File: src/rtl/hostq_pkg.sv
package hostq_pkg;
  localparam int unsigned LANES  = 4;
  localparam int unsigned LANE_W = 8;
  localparam int unsigned DW     = LANES * LANE_W;

  typedef enum logic {
    LANE_ASC  = 1'b0,
    LANE_DESC = 1'b1
  } lane_order_e;

  typedef struct packed {
    logic full;
    logic half;
    logic empty;
  } fifo_flags_t;
endpackage

File: src/rtl/hostq_rst_sync.sv
module hostq_rst_sync (
  input  logic clk,
  input  logic rst_n,
  output logic rst_sync_n
);
  logic [1:0] sync_q;

  always_ff @(posedge clk or negedge rst_n) begin
    if (!rst_n) sync_q <= 2'b00;
    else        sync_q <= {sync_q[0], 1'b1};
  end

  assign rst_sync_n = sync_q[1];
endmodule

File: src/rtl/hostq_fifo.sv
module hostq_fifo
  import hostq_pkg::*;
#(
  parameter int unsigned WIDTH = 32,
  parameter int unsigned DEPTH = 8
) (
  input  logic             clk,
  input  logic             rst_n,
  input  logic             push_i,
  input  logic [WIDTH-1:0] wdata_i,
  input  logic             pop_i,
  output logic [WIDTH-1:0] rdata_o,
  output fifo_flags_t      flags_o
);
  localparam int unsigned AW   = (DEPTH > 1) ? $clog2(DEPTH) : 1;
  localparam int unsigned CW   = AW + 1;
  localparam logic [CW-1:0] FULL_CNT = CW'(DEPTH);
  localparam logic [CW-1:0] HALF_CNT = CW'(DEPTH / 2);
  localparam logic [AW-1:0] LAST_IX  = AW'(DEPTH - 1);

  logic [WIDTH-1:0] mem [DEPTH];
  logic [AW-1:0]    wr_ptr_q, wr_ptr_d, rd_ptr_q, rd_ptr_d;
  logic [CW-1:0]    cnt_q, cnt_d;
  fifo_flags_t      flags_q, flags_d;
  logic             push_ok, pop_ok;

  always_comb begin
    push_ok  = push_i & ~flags_q.full;
    pop_ok   = pop_i  & ~flags_q.empty;
    wr_ptr_d = wr_ptr_q;
    rd_ptr_d = rd_ptr_q;
    if (push_ok) wr_ptr_d = (wr_ptr_q == LAST_IX) ? '0 : wr_ptr_q + AW'(1);
    if (pop_ok)  rd_ptr_d = (rd_ptr_q == LAST_IX) ? '0 : rd_ptr_q + AW'(1);
    cnt_d = cnt_q + CW'(push_ok) - CW'(pop_ok);
    flags_d.full  = (cnt_d == FULL_CNT);
    flags_d.half  = (cnt_d >= HALF_CNT);
    flags_d.empty = (cnt_d == '0);
  end

  always_ff @(posedge clk or negedge rst_n) begin
    if (!rst_n) begin
      wr_ptr_q <= '0;
      rd_ptr_q <= '0;
      cnt_q    <= '0;
      flags_q  <= '{full: 1'b0, half: 1'b0, empty: 1'b1};
    end else begin
      wr_ptr_q <= wr_ptr_d;
      rd_ptr_q <= rd_ptr_d;
      cnt_q    <= cnt_d;
      flags_q  <= flags_d;
    end
  end

  always_ff @(posedge clk) begin
    if (push_ok) mem[wr_ptr_q] <= wdata_i;
  end

  assign rdata_o = mem[rd_ptr_q];
  assign flags_o = flags_q;

  AST_FULL_HOLDS: assert property (@(posedge clk) disable iff (!rst_n)
    (flags_q.full && push_i && !pop_i) |=> flags_q.full);
  AST_EMPTY_HOLDS: assert property (@(posedge clk) disable iff (!rst_n)
    (flags_q.empty && pop_i && !push_i) |=> flags_q.empty);
endmodule

File: src/rtl/hostq_wpack.sv
module hostq_wpack
  import hostq_pkg::*;
#(
  parameter int unsigned NLANE = LANES,
  parameter int unsigned LW    = LANE_W
) (
  input  logic                     clk,
  input  logic                     rst_n,
  input  logic                     wr_hit_i,
  input  logic [NLANE-1:0]         be_i,
  input  logic [NLANE*LW-1:0]      wdata_i,
  input  logic [$clog2(NLANE)-1:0] last_lane_i,
  output logic                     push_o,
  output logic [NLANE*LW-1:0]      pdata_o
);
  logic [NLANE*LW-1:0] stage_q, stage_d, merged;

  for (genvar g = 0; g < NLANE; g++) begin : g_lane
    assign merged[g*LW +: LW] = be_i[g] ? wdata_i[g*LW +: LW] : stage_q[g*LW +: LW];
  end

  always_comb begin
    push_o  = wr_hit_i & be_i[last_lane_i];
    stage_d = stage_q;
    if (push_o)        stage_d = '0;
    else if (wr_hit_i) stage_d = merged;
  end

  always_ff @(posedge clk or negedge rst_n) begin
    if (!rst_n) stage_q <= '0;
    else        stage_q <= stage_d;
  end

  assign pdata_o = merged;
endmodule

File: src/rtl/hostq_port.sv
module hostq_port
  import hostq_pkg::*;
#(
  parameter int unsigned     ADDR_W      = 8,
  parameter logic [ADDR_W-1:0] PORT_OFFSET = ADDR_W'(8'h20),
  parameter int unsigned     DEPTH       = 8
) (
  input  logic              clk,
  input  logic              rst_n,
  input  logic              acc_valid,
  input  logic              acc_write,
  input  logic [ADDR_W-1:0] acc_addr,
  input  logic [3:0]        acc_be,
  input  logic [31:0]       acc_wdata,
  output logic [31:0]       acc_rdata,
  input  logic              lane_desc,
  input  logic              bm_active,
  input  logic              addon_pop,
  output logic [31:0]       addon_rdata,
  input  logic              addon_push,
  input  logic [31:0]       addon_wdata,
  output logic [2:0]        h2a_stat,
  output logic [2:0]        a2h_stat,
  output logic              ovf_flag,
  output logic              unf_flag,
  output logic              busy_err
);
  localparam int unsigned LIX_W = $clog2(LANES);

  logic              rst_s_n;
  lane_order_e       order;
  logic [LIX_W-1:0]  last_ix;
  logic              port_hit, clean, wr_hit, rd_hit, rd_pop;
  logic              h2a_push;
  logic [DW-1:0]     h2a_pdata, a2h_head;
  fifo_flags_t       h2a_flags, a2h_flags;
  logic              ovf_q, ovf_d, unf_q, unf_d, berr_q, berr_d;

  hostq_rst_sync i_rst (.clk(clk), .rst_n(rst_n), .rst_sync_n(rst_s_n));

  always_comb begin
    order    = lane_order_e'(lane_desc);
    last_ix  = (order == LANE_DESC) ? LIX_W'(0) : LIX_W'(LANES - 1);
    port_hit = acc_valid & (acc_addr == PORT_OFFSET);
    clean    = port_hit & ~bm_active;
    wr_hit   = clean & acc_write;
    rd_hit   = clean & ~acc_write;
    rd_pop   = rd_hit & acc_be[last_ix];
  end

  hostq_wpack i_wpack (
    .clk(clk), .rst_n(rst_s_n), .wr_hit_i(wr_hit), .be_i(acc_be),
    .wdata_i(acc_wdata), .last_lane_i(last_ix),
    .push_o(h2a_push), .pdata_o(h2a_pdata)
  );

  hostq_fifo #(.WIDTH(DW), .DEPTH(DEPTH)) i_h2a (
    .clk(clk), .rst_n(rst_s_n), .push_i(h2a_push), .wdata_i(h2a_pdata),
    .pop_i(addon_pop), .rdata_o(addon_rdata), .flags_o(h2a_flags)
  );

  hostq_fifo #(.WIDTH(DW), .DEPTH(DEPTH)) i_a2h (
    .clk(clk), .rst_n(rst_s_n), .push_i(addon_push), .wdata_i(addon_wdata),
    .pop_i(rd_pop), .rdata_o(a2h_head), .flags_o(a2h_flags)
  );

  always_comb begin
    ovf_d  = ovf_q  | (h2a_push & h2a_flags.full);
    unf_d  = unf_q  | (rd_pop & a2h_flags.empty);
    berr_d = berr_q | (port_hit & bm_active);
  end

  always_ff @(posedge clk or negedge rst_s_n) begin
    if (!rst_s_n) begin
      ovf_q  <= 1'b0;
      unf_q  <= 1'b0;
      berr_q <= 1'b0;
    end else begin
      ovf_q  <= ovf_d;
      unf_q  <= unf_d;
      berr_q <= berr_d;
    end
  end

  assign acc_rdata = (rd_hit & ~a2h_flags.empty) ? a2h_head : '0;
  assign h2a_stat  = h2a_flags;
  assign a2h_stat  = a2h_flags;
  assign ovf_flag  = ovf_q;
  assign unf_flag  = unf_q;
  assign busy_err  = berr_q;

  AST_OVF_STICKY: assert property (@(posedge clk) disable iff (!rst_s_n)
    ovf_flag |=> ovf_flag);
  AST_UNF_STICKY: assert property (@(posedge clk) disable iff (!rst_s_n)
    unf_flag |=> unf_flag);
  AST_BUSY_STICKY: assert property (@(posedge clk) disable iff (!rst_s_n)
    busy_err |=> busy_err);
  AST_BUSY_FROZEN: assert property (@(posedge clk) disable iff (!rst_s_n)
    (port_hit && bm_active && !addon_pop && !addon_push)
      |=> ($stable(h2a_stat) && $stable(a2h_stat)));
  AST_MISS_FROZEN: assert property (@(posedge clk) disable iff (!rst_s_n)
    (acc_valid && acc_addr != PORT_OFFSET && !addon_pop && !addon_push)
      |=> ($stable(h2a_stat) && $stable(a2h_stat)));
endmodule

File: config.mk
export PLATFORM = sky130hd
export DESIGN_NAME = hostq_port
export DESIGN_NICKNAME = d
export VERILOG_FILES = /design/src/rtl/hostq_pkg.sv /design/src/rtl/hostq_rst_sync.sv /design/src/rtl/hostq_fifo.sv /design/src/rtl/hostq_wpack.sv /design/src/rtl/hostq_port.sv
export SDC_FILE = /design/constraint.sdc
export NUM_CORES = 1
export LEC_CHECK = 0
export BUFFER_PORTS_ARGS = -buffer_cell sky130_fd_sc_hd__clkbuf_2
export CAP_MARGIN = 20
export CORE_AREA = 3 3 239 241
export CTS_CLUSTER_SIZE = 10
export DETAILED_ROUTE_END_ITERATION = 6
export DIE_AREA = 0 0 242 244
export PLACE_DENSITY = 0.58
export SLEW_MARGIN = 20
export SYNTH_ARGS = -nofsm -noshare
export SYNTH_HDL_FRONTEND = slang
export SYNTH_HIERARCHICAL = 1
export SYNTH_SLANG_ARGS = --single-unit
File: constraint.sdc
create_clock -name clk -period 5.9 [get_ports clk]
set_input_delay 0.885 -clock clk [delete_from_list [all_inputs] [get_ports clk]]
set_output_delay 0.885 -clock clk [all_outputs]
set_load 0.01 [all_outputs]
======== After elaboration in Yosys (flattened, before gate mapping) ========
Memories as Yosys holds them, arrays and structs flattened.
Cells that the tools add are included.
cells by class
  $add $sub $neg .......................... 8
  magnitude comparators ................... 3
  equality and inequality tests ........... 7
  multiplexer cells ....................... 18
  bitwise logic cells ..................... 23
  reduce and logical (&&, ||, !) cells .... 3
operator list
  cell                   count
  $mux W32               3
  $mux W8                4
  $and A1 B1 Y1          14
  $add A3 B1 Y3 const B  4
  $eq A3 B3 Y1 const B   4
  $mux W3                4
  $add A4 B1 Y4          2
  $eq A4 B4 Y1 const B   2
  $eq A8 B6 Y1 const B   1
  $ge A4 B3 Y1 const B   2
  $logic_not A4 Y1       2
  $sub A4 B1 Y4          2
  $not A1 Y1             6
  $mux W1                5
  $lt A2 B3 Y1 const B   1
  $or A1 B1 Y1           3
  $bmux W1 S2            1
  $mux W2                1
  $reduce_bool A2 Y1     1
storage, ports and cells
  bits in registers ....................... 63
  RAM bits ................................ 512
  input bits .............................. 84
  output and inout port bits .............. 73
  word-level logic and storage cells ...... 81
  memories ................................ 2
memories
  memory     depth  bits a word  rd ports  clocked after Yosys merged registers in  wr ports  line              source
  i_a2h.mem  8      32           1         0                                        1         hostq_fifo.sv:21  logic [WIDTH-1:0] mem [DEPTH];
  i_h2a.mem  8      32           1         0                                        1         hostq_fifo.sv:21

======== Logic depth before layout (Yosys ltp) ========
Gate-level depths: netlist of the first run.
  depth after elaboration ................. 9
  gate-level depth with buffers ........... 13
  depth with buffers taken out ............ 12

======== By module ========
The synthesis of the first run kept the hierarchy.
modules (own cells, without submodules)
  module               instances  cells each  area an instance (sq um)  seq. area each (sq um)
  hostq_fifo at i_h2a  1          435         10301.1                   8013.9
  hostq_fifo at i_a2h  1          440         10293.6                   8013.9
  hostq_wpack          1          176         1970.6                    800.8
  hostq_port           1          53          439.2                     75.1
  hostq_rst_sync       1          3           53.8                      50.0

======== Least setup slack after synthesis of the first run ========
Ideal clock, no wire load.
  path type ............................... input to register
  start point ............................. input port acc_addr[6]
  end point ............................... memory i_h2a.mem[0][0] (enable)
  library setup time ...................... 0.461 ns
  arrival time ............................ 5.096 ns
  data required time ...................... 5.439 ns
  path slack .............................. 0.343 ns
  stages .................................. 7
  buffers on the path ..................... 1
  cell sequence ........................... or4b_4 -> nor4_1 -> clkbuf_1 -> and2_2 -> nand2b_1 -> or2_2 -> nor3_1
between the ends
  word-level cells in the longest chain between the ends .. 8
ends and longest elaborated chain
  what                           line               source
  from (decl)                    hostq_port.sv:12   input logic [ADDR_W-1:0] acc_addr,
  $eq A8 B6 Y1                   hostq_port.sv:44   port_hit = acc_valid & (acc_addr == PORT_OFFSET);
  $and A1 B1 Y1                  hostq_port.sv:44
  $and A1 B1 Y1                  hostq_port.sv:45   clean = port_hit & ~bm_active;
  $and A1 B1 Y1                  hostq_port.sv:46   wr_hit = clean & acc_write;
  named net wr_hit               hostq_port.sv:33   logic port_hit, clean, wr_hit, rd_hit, rd_pop;
  $and A1 B1 Y1                  hostq_wpack.sv:23  push_o = wr_hit_i & be_i[last_lane_i];
  named net h2a_push             hostq_port.sv:34   logic h2a_push;
  $and A1 B1 Y1                  hostq_fifo.sv:28   push_ok = push_i & ~flags_q.full;
  $mux W1                        hostq_fifo.sv:55   if (push_ok) mem[wr_ptr_q] <= wdata_i;
  $mux W1 (implied by the code)  hostq_fifo.sv:55
  to (decl)                      hostq_fifo.sv:21
The timed path passes the listed nets, and every way through them passes these cells.

======== Worst setup path after layout of the first run ========
  start point ............................. register i_a2h.rd_ptr_q[1]
  end point ............................... output port acc_rdata[16]
between the ends
  word-level cells in the longest chain between the ends .. 2
ends and longest elaborated chain
  what                    line              source
  from (decl)             hostq_fifo.sv:22  logic [AW-1:0] wr_ptr_q, wr_ptr_d, rd_ptr_q, rd_ptr_d;
  from (signal assigned)  hostq_fifo.sv:48  rd_ptr_q <= rd_ptr_d;
  $mem_v2 Z8 W32          --
  named net a2h_head[16]  hostq_port.sv:35  logic [DW-1:0] h2a_pdata, a2h_head;
  $mux W32                hostq_port.sv:85  assign acc_rdata = (rd_hit & ~a2h_flags.empty) ? a2h_head : '0;
  to (decl)               hostq_port.sv:15  output logic [31:0] acc_rdata,
The timed path passes the listed nets, and every way through them passes these cells.

==> flow_summary_export.csv, run 1 <==
group,metric,value,unit
clocking,clk_pin_slew,0.05,ns
clocking,cts.repair.resized,0,
synth,avgSynthCellArea,20.83,um^2
detailed_routing,via_per_inst,5.188,
detailed_routing,drc,0,
setup_path,required,5.02,ns
setup_path,r2r-end,"i_a2h/mem[0][10]",
clocking,cts_buffer_depth,3,
floorplan,ios,157,
floorplan,die-area,0.05905,mm^2
timing,period_share,67.30,%
timing,clock.fmax,251.9,MHz
setup_path,r2r-start,"i_a2h/flags_o[2]",
layout,fin_util,48.58,%
synth,ys_ff_latch,575,
synth,synth_cell_type_count,42,
min_path,hold_class,"input port to async pin",
synth,synth-simple-area-share,3.402,%
layout,final_cell_mix,"512 x edfxtp_1, 156 x clkbuf_2, 126 x mux4_2, 69 x clkbuf_16, 69 x mux2_2",
setup_path,r2r_slack,3.04,ns
grt,grt_pass1_wl,75180,um
timing,final_max_slew_viol_count,0,
synth,syn-instance-count,1107,
setup_path,slowest_delay,0.82,ns
grt,grt_pass1_vias,11908,
grt,grt_overflow,0,
setup_path,cp_max_fo,40,
place,gp_congestion,0.6986,
layout,drive_above_1_share,40.27,%
synth,synth_compound_area_share,2.143,%
synth,syn-num-nets,1209,
floorplan,rows,86,
timing,finClkSkew,0.01404,ns
clocking,post-cts-setup-buffers,0,
place,portBuffers,156,
synth,yosys_most_used_dff,"edfxtp_1",
layout,n_fill_cell,4558,
place,placed_cell_area,0.02477,mm^2
clocking,cts_sinks,575,
synth,synth_top_family_by_area,"multiplexers",
grt,grt_use_met1,21.67,%
synth,async_reset_ff_share,10.96,%
synth,ys_seq_area_share,73.53,%
grt,grt_util_all_layers,16.82,%
floorplan,die_h,244,um
grt,antenna_found_initial,3,
synth,synth_edf_count,512,
layout,layout_commonest_cell,"edfxtp_1",
timing,hold_viol,0,
layout,multi_input_area,0.005698,mm^2
floorplan,chipWidth,242,um
floorplan,start_util,41.85,%
layout,nNetsFinal,1411,
setup_path,startpoint_type,"flip-flop",
power_and_ir_drop,peakVddDrop,299.4,uV
clocking,cts-root-buf,"clkbuf_16",
detailed_routing,drt-pass1-iter-count,4,
detailed_routing,drtAntennaViolNets,0,
synth,synth_fa_ha_area_share,1.042,%
detailed_routing,wl_per_cell,23.11,um
setup_path,ff2ff_path_depth,4,
synth,synth-xor-area-share,0.1519,%
detailed_routing,finalWirelength,48420,um
clocking,h-tree-depth,3,
clocking,cts_tree,"yes",
grt,met2_usage,28.62,%
grt,use_met3,4.243,%
power_and_ir_drop,p_leak,0.009396,uW
clocking,cts_buffers,69,
timing,max_slew.worst_pin.slew,1.055,ns
setup_path,path_class,"flip-flop to output port",
place,dp_hpwl,28400,um
timing,setup-violations-final,0,
run_status,status,"complete, no violations",
timing,period_needed,3.971,ns
grt,top_usage_layer,"met2",
setup_path,arrival,3.09,ns
detailed_routing,first_iter_violations,649,
clocking,hold_buffers,0,
flow_run,drv_cap,0,
detailed_routing,vias,10868,
timing,tns,0,ns
layout,final_area,0.02676,mm^2
clocking,clkLatencyLatePin,0.59,ns
setup_path,path_cells,"buf_4 > mux4_2 > mux2_2 > and2_2 > clkbuf_2",
layout,final-seq-area,0.01697,mm^2
synth,synth_area,0.02306,mm^2
synth,ys_warn_count,6,
setup_path,crit_path_end_kind,"output port",
timing,relSlewSlack,29.67,%
power_and_ir_drop,powerDensity,399.1,mW/mm^2
floorplan,core_area,0.05509,mm^2
setup_path,slowest_stage,"dfrtp_2",
synth,synthMuxAreaShare,17.45,%
timing,rsz0062_at_grt,"no",
layout,area_growth,16.07,%
grt,grt_start_max_net_pins,62,
critical path: cells and delay by family (launching register included):
kind	cells	cell delay [ns]
mux	2	0.70
flops	1	0.82
simple gates	1	0.18
buf+inv	2	0.74
synthesized netlist by cell type, types with 3 or more instances:
master	number	area, um^2
a21o_1	4	30.03
a21oi_1	4	20.02
and2_1	11	68.82
and2_2	22	165.2
buf_1	4	15.01
buf_2	7	35.03
buf_6	17	191.4
clkbuf_1	21	78.83
clkbuf_2	3	15.01
dfrtp_1	61	1526
edfxtp_1	512	15370
ha_1	16	200.2
inv_1	50	187.7
mux2_2	69	777.0
mux2i_1	33	330.3
mux4_1	3	78.83
mux4_2	126	2838
nand2_1	11	41.29
nand2b_1	41	256.5
nand3b_1	5	37.54
nor2_1	16	60.06
nor3_1	7	35.03
nor4_1	3	18.77
o21ai_0	5	25.02
o31ai_1	3	22.52
o31ai_2	28	350.3
xor2_1	4	35.03
metal layers:
metal	part of all wire, %	vias up
li1	-	4831
met1	42	5727
met2	51	226
met3	5.0	82
met4	2.2	2
met5	0.035	-
registers in the layout, indices dropped and copies added (netlist names):
name,count
unf_flag,1
i_h2a/rd_ptr_q,3
ovf_flag,1
i_h2a/cnt_q,4
i_h2a/flags_o,3
i_a2h/flags_o,3
busy_err,1
i_a2h/wr_ptr_q,3
i_a2h/cnt_q,4
i_rst/sync_q,2
i_a2h/mem,256
i_wpack/stage_q,32
i_h2a/mem,256
i_h2a/wr_ptr_q,3
i_a2h/rd_ptr_q,3
layout make-up:
| cell class | count | area share, % |
|---|---|---|
| clock buffers | 98 | 6.970 |
| clock inverters | 10 | 0.3506 |
| flip-flops and latches | 575 | 63.41 |
| repair buffers | 183 | 3.768 |
| inverters | 50 | 0.7012 |
| well taps | 748 | 3.497 |
| multi-input cells | 430 | 21.29 |
| diodes | 1 | 0.009350 |
stage by stage:
| step | hold WS, ns | instances | setup slack (ns) | total power (uW) |
|---|---|---|---|---|
| floorplan | 0.3312 | 1107 | 0.3426 | 6353 |
| global placement | 0.3399 | 1983 | 1.533 | 7057 |
| detailed placement | 0.3365 | 1984 | 1.496 | 7069 |
| CTS | 0.03553 | 2092 | 1.819 | 10880 |
| global route | 0.04783 | 2094 | 1.728 | 11200 |
| finish | 0.07851 | 2095 | 1.929 | 10680 |
report_power, final:
| part | internal [uW] | leakage (uW) | switching, uW | total [uW] |
|---|---|---|---|---|
| registers | 4770 | 0.00548 | 266 | 5030 |
| logic | 927 | 0.00297 | 973 | 1900 |
| clock network | 2230 | 0.000949 | 1520 | 3750 |
worst max path at each step:
stage	startpoint	slack [ns]	end	cells after the start
2_1_floorplan	acc_addr[6]	0.34	i_h2a/mem[0][0]	7
3_3_place_gp	acc_addr[6]	1.53	i_h2a/mem[2][21]	8
3_5_place_dp	acc_addr[6]	1.50	i_h2a/mem[4][29]	9
6_report	i_a2h/rd_ptr_q[1]	1.93	acc_rdata[16]	5
4_1_cts	i_a2h/rd_ptr_q[0]	1.82	acc_rdata[16]	5
5_1_grt	i_a2h/rd_ptr_q[0]	1.73	acc_rdata[18]	5
cells by family after synthesis:
family,Yosys count
compound gates,48
xor+xnor,4
fa+ha+maj,18
buf+inv,102
flops,575
mux,231
other cells,1
simple gates,128
No activity file was read; power rests on OpenSTA's default activity.
==> run 2, diff against run 1 <==
- clock period: 5.9 -> 3.9 ns (I/O delays scaled with it)
==> run 2 against run 1 <==
Compared with the run above:
- die area unchanged
- flip-flop and latch count unchanged
- first-iteration DRC count shrank 12%
- hold slack gained 0.14 ns
- via count increased by 0.48%
- global-route usage is 0.23 points lower
- clock skew is 0.0033 ns higher
- critical endpoint is now acc_rdata[17]
- largest cell class unchanged
- highest routed layer unchanged
==> flow_summary_export.csv, run 2 (same netlist as run 1, synthesis figures left out) <==
group,metric,value,unit
place,dp_hpwl,27800,um
setup_path,arrival,2.85,ns
grt,grt_pass1_vias,11735,
setup_path,path_class,"flip-flop to output port",
detailed_routing,drt-pass1-iter-count,4,
floorplan,chipWidth,242,um
grt,antenna_found_initial,2,
clocking,clkLatencyLatePin,0.59,ns
floorplan,ios,157,
detailed_routing,finalWirelength,47900,um
timing,hold_viol,0,
clocking,cts_sinks,575,
timing,period_share,88.02,%
grt,grt_start_max_net_pins,65,
timing,tns,0,ns
run_status,status,"complete, no violations",
clocking,clk_pin_slew,0.05,ns
min_path,hold_depth,2,
flow_run,drv_cap,0,
setup_path,crit_path_end_kind,"output port",
floorplan,core_area,0.05509,mm^2
clocking,cts.repair.resized,0,
clocking,post-cts-setup-buffers,0,
layout,area_growth,17.27,%
detailed_routing,first_iter_violations,572,
power_and_ir_drop,switching_power,4134,uW
layout,layout_commonest_cell,"edfxtp_1",
clocking,cts_tree,"yes",
grt,grt_overflow,0,
timing,rsz0062_at_grt,"no",
power_and_ir_drop,swShare,25.62,%
setup_path,required,3.31,ns
detailed_routing,vias,10920,
power_and_ir_drop,p_leak,0.009482,uW
power_and_ir_drop,clkPwrFrac,35.1,%
clocking,cts_buffer_depth,3,
clocking,cts-root-buf,"clkbuf_16",
timing,finClkSkew,0.01734,ns
floorplan,rows,86,
timing,setup-violations-final,0,
clocking,h-tree-depth,3,
floorplan,die-area,0.05905,mm^2
min_path,hold_class,"input port to flip-flop",
place,portBuffers,156,
layout,drive_above_1_share,40.00,%
grt,grt_pass1_wl,73490,um
clocking,cts_buffers,68,
grt,grt_util_all_layers,16.58,%
setup_path,cp_max_fo,28,
floorplan,die_h,244,um
detailed_routing,via_per_inst,5.141,
timing,relSlewSlack,31.27,%
power_and_ir_drop,p_total,16140,uW
timing,max_slew.worst_pin.slew,1.031,ns
floorplan,start_util,41.85,%
timing,final_max_slew_viol_count,0,
layout,nNetsFinal,1423,
detailed_routing,drtAntennaViolNets,0,
detailed_routing,wl_per_cell,22.55,um
power_and_ir_drop,seq_power_share,46.5,%
detailed_routing,drc,0,
setup_path,ff2ff_path_depth,10,
setup_path,startpoint_type,"flip-flop",
timing,period_needed,3.433,ns
layout,final_area,0.02704,mm^2
timing,clock.fmax,291.3,MHz
power_and_ir_drop,p_int,12000,uW
power_and_ir_drop,powerDensity,596.8,mW/mm^2
power_and_ir_drop,pwr-share-comb,18.4,%
power_and_ir_drop,peakVddDrop,366.3,uV
place,placed_cell_area,0.02504,mm^2
place,gp_congestion,0.6881,
clocking,hold_buffers,1,
layout,top_regs,"i_a2h/mem x256, i_h2a/mem x256, i_wpack/stage_q x32",
layout,final_cell_mix,"512 x edfxtp_1, 156 x clkbuf_2, 126 x mux4_2, 70 x clkbuf_16, 69 x mux2_2",
==> run 2: cell types whose count changed in the layout (fill, tap and decap cells not counted), moves of 2 or more <==
| cell | before | now |
|---|---|---|
| buf_12 | 2 | 13 |
| nor3_2 | 4 | 2 |
| clkinv_1 | 3 | 0 |
| inv_6 | 6 | 4 |
| nor3_4 | 0 | 2 |
| clkbuf_1 | 26 | 48 |
| clkbuf_8 | 3 | 0 |
==> run 2: cell type report <==
class	count	area, um^2
inverter	50	187.7
fill	4566	28050
timing repair buffer	196	1246
antenna	1	2.502
tap	748	935.9
sequential	575	16970
multi-input combinational	430	5710
clock buffer	118	1932
clock inverter	6	56.30
==> run 2: worst paths after layout <==
path | from | endpoint | slack [ns]
worst max-delay path | i_a2h/rd_ptr_q[0] | acc_rdata[17] | 0.47
worst min-delay path | bm_active | busy_err | 0.22
worst max register to register | i_a2h/flags_o[0] | i_a2h/flags_o[0] | 1.41
worst min register to register | i_rst/sync_q[0] | i_rst/sync_q[1] | 0.36
max in group asynchronous | i_rst/sync_q[1] | i_a2h/rd_ptr_q[0] | 2.72
min in group asynchronous | rst_n | i_rst/sync_q[0] | 0.35
==> run 2: power groups by stage <==
stage               logic [uW]  registers (uW)  clock network, uW
floorplan                 2160            7460                  0
global placement          3040            7620                  0
detailed placement        3050            7640                  0
CTS                       3060            7520               5830
global route              3250            7560               6080
finish                    2970            7510               5660
==> run 2: critical path, cell delays in order, from the launching register on <==
cell and delay [ns]:
dfrtp_4 0.81, buf_12 0.32, mux4_2 0.54, mux2_2 0.28
and2_2 0.18, clkbuf_2 0.13
==> run 2: per-layer routing <==
layer	wire length, um	up-vias	global-route usage (%)
li1	-	4880	-
met5	34	-	0
met2	24060	230	27.95
met4	1124	4	5.021
met1	20680	5727	21.73
met3	1998	79	3.640
==> run 2: per-stage QoR <==
step,worst slack (ns),hold slack [ns],util (%),std cells
detailed placement,0.3289,0.3455,45.45,1998
global route,0.2731,0.2009,49.08,2123
finish,0.4674,0.2222,49.08,2124
global placement,0.3709,0.3363,45.45,1998
floorplan,-0.4875,0.2894,-,1107
CTS,0.3595,0.1759,49.08,2123
==> run 3, diff against run 2 <==
- CORE_AREA: 3 3 239 241 -> 3 3 237 239
- CTS_BUF_LIST: default -> sky130_fd_sc_hd__clkbuf_2 sky130_fd_sc_hd__clkbuf_4 sky130_fd_sc_hd__clkbuf_8
- DIE_AREA: 0 0 242 244 -> 0 0 240 242
- SYNTH_HIERARCHICAL: 1 -> default
==> run 3 against run 2 <==
Compared with the run above:
- via count fell by 0.29%
- non-clock buffer count fell by 5
- synthesized area is 1.8% lower
- maximum frequency fell by 0.51%
- critical path type unchanged
==> flow_summary_export.csv, run 3 <==
group,metric,value,unit
min_path,hold_class,"input port to flip-flop",
setup_path,required,3.31,ns
detailed_routing,via_per_inst,5.242,
power_and_ir_drop,p_int,11500,uW
timing,final_max_slew_viol_count,0,
timing,holdWs,0.2133,ns
timing,finClkSkew,0.01362,ns
timing,period_share,88.46,%
setup_path,cp_max_fo,24,
setup_path,startpoint_type,"flip-flop",
place,gp_congestion,0.6984,
grt,grt_use_met1,20.42,%
clocking,clk_pin_slew,0.06,ns
grt,grt_overflow,0,
run_status,status,"complete, no violations",
timing,tns,0,ns
synth,synth_edf_count,512,
timing,max_slew.worst_pin.slew,1.033,ns
floorplan,die_h,242,um
clocking,h-tree-depth,3,
synth,syn-num-nets,1177,
setup_path,slowest_delay,0.73,ns
power_and_ir_drop,swShare,25.93,%
synth,yosys_most_used_dff,"edfxtp_1",
floorplan,chipWidth,240,um
synth,async_reset_ff_share,10.96,%
power_and_ir_drop,switching_power,4028,uW
layout,area_growth,16.69,%
grt,grt_pass1_vias,11998,
place,dp_hpwl,27480,um
detailed_routing,vias,10888,
synth,syn-instance-count,1075,
setup_path,arrival,2.87,ns
grt,grt_util_all_layers,16.83,%
flow_run,drv_cap,0,
synth,synth_area,0.02264,mm^2
grt,met2_usage,29.42,%
detailed_routing,drtAntennaViolNets,0,
floorplan,rows,85,
timing,fin_ws,0.4499,ns
clocking,cts_tree,"yes",
synth,synth_most_common_cell,"edfxtp_1",
timing,hold_viol,0,
synth,synth_area_leaders,"edfxtp_1 68%, mux4_2 13%, dfrtp_1 6.7%",
setup_path,crit_path_end_kind,"output port",
detailed_routing,drc,0,
setup_path,path_cells,"buf_4 > mux4_2 > mux2i_1 > nor2_1 > clkbuf_2",
power_and_ir_drop,peakVddDrop,394.1,uV
detailed_routing,wl_per_cell,22.79,um
timing,clock.fmax,289.8,MHz
timing,setup-violations-final,0,
synth,synth_top_area_share,67.92,%
power_and_ir_drop,pwr-share-comb,18.5,%
layout,final_cell_mix,"512 x edfxtp_1, 156 x clkbuf_2, 128 x mux4_2, 107 x clkbuf_8, 73 x mux2_2",
synth,avgSynthCellArea,21.06,um^2
timing,relSlewSlack,31.10,%
detailed_routing,drt-pass1-iter-count,5,
power_and_ir_drop,clkPwrFrac,33.3,%
grt,antenna_found_initial,7,
floorplan,start_util,41.90,%
power_and_ir_drop,p_leak,0.009527,uW
synth,ys_ff_latch,575,
setup_path,crit_family,"multiplexers",
timing,period_needed,3.450,ns
clocking,clkLatencyLatePin,0.64,ns
layout,drive_above_1_share,42.28,%
setup_path,crit_buf_inv,2,
detailed_routing,first_iter_violations,550,
grt,grt_pass1_wl,73040,um
clocking,cts_buffers,94,
power_and_ir_drop,seq_power_share,48.1,%
detailed_routing,finalWirelength,47340,um
setup_path,slowest_stage,"dfrtp_4",
grt,grt_start_max_net_pins,62,
grt,use_met3,4.645,%
floorplan,die-area,0.05808,mm^2
place,pre_cts_ws,0.6868,ns
layout,nNetsFinal,1410,
synth,ys_seq_area_share,74.89,%
synth,ys_top_cells_by_count,"512 x edfxtp_1, 128 x mux4_2, 73 x mux2_2",
clocking,cts_buffer_depth,3,
place,portBuffers,156,
grt,top_usage_layer,"met2",
synth,synth_top_area_cell,"edfxtp_1",
synth,ys_warn_count,0,
power_and_ir_drop,powerDensity,588.0,mW/mm^2
clocking,cts.repair.resized,0,
setup_path,path_class,"flip-flop to output port",
floorplan,core_area,0.05403,mm^2
floorplan,ios,157,
timing,rsz0062_at_grt,"no",
clocking,cts_sinks,575,
layout,top_regs,"i_a2h.mem x256, i_h2a.mem x256, i_wpack.stage_q x32",
layout,layout_commonest_cell,"edfxtp_1",
synth,synth_cell_type_count,44,
clocking,cts-root-buf,"clkbuf_8",
==> run 3: what timing repair did <==
| item | in CTS | in global routing |
|---|---|---|
| setup buffers | 0 | 0 |
| hold buffers | 1 | 0 |
| hold endpoints to repair | 2 | 0 |
==> run 3: power groups by stage <==
stage | clock (uW) | combinational, uW | sequential, uW
after global routing | 5620 | 3190 | 7530
after detailed placement | 0 | 2970 | 7620
after floorplan | 0 | 2100 | 7440
final | 5180 | 2880 | 7480
after CTS | 5350 | 2970 | 7490
after global placement | 0 | 2940 | 7600
==> run 3: routing by layer <==
metal,wire length (um),share of wire (%),up-vias
met5,53,0.11,-
met4,928,2.0,8
met3,2728,5.8,88
met2,25030,53,255
met1,18600,39,5688
li1,-,-,4849
==> run 3: final timing paths <==
kind	start	endpoint	slack, ns	cells after the start
min in group asynchronous	rst_n	i_rst.sync_q[1]	0.28	2
hold / removal	addon_wdata[1]	i_a2h.mem[0][1]	0.21	1
setup / recovery	i_a2h.rd_ptr_q[0]	acc_rdata[0]	0.45	5
max in group asynchronous	i_rst.sync_q[1]	i_a2h.rd_ptr_q[0]	2.72	0
hold reg to reg	i_rst.sync_q[0]	i_rst.sync_q[1]	0.36	0
setup reg to reg	i_a2h.flags_o[0]	i_a2h.flags_o[2]	1.23	12
==> run 3: kinds of logic after synthesis <==
kind of cell / Yosys count / share of synthesized area [%]
flip-flops: 575 / 74.89
multiplexers: 234 / 17.83
AND/OR/NAND/NOR: 124 / 3.007
buffers and inverters: 75 / 1.570
AO/OA/AOI/OAI: 42 / 1.393
adder cells (fa/ha/maj): 18 / 1.061
XOR/XNOR: 6 / 0.2321
other: 1 / 0.01657
==> run 3: metrics by stage <==
step	instance area, um^2	total power (uW)	util [%]	std cells
4_1_cts	26410	15820	48.88	2075
3_5_place_dp	24510	10580	45.37	1907
6_report	26410	15530	48.89	2077
3_3_place_gp	24510	10540	45.37	1907
5_1_grt	26410	16340	48.89	2076
2_1_floorplan	22650	9540	-	1075
==> run 3: layout make-up <==
cell class / count / area (um^2)
fill: 4479 / 27610
sequential: 575 / 16970
multi-input combinational: 425 / 5466
clock buffer: 145 / 1758
timing repair buffer: 191 / 1134
tap: 696 / 870.8
clock inverter: 22 / 131.4
inverter: 21 / 78.83
antenna: 2 / 5.005
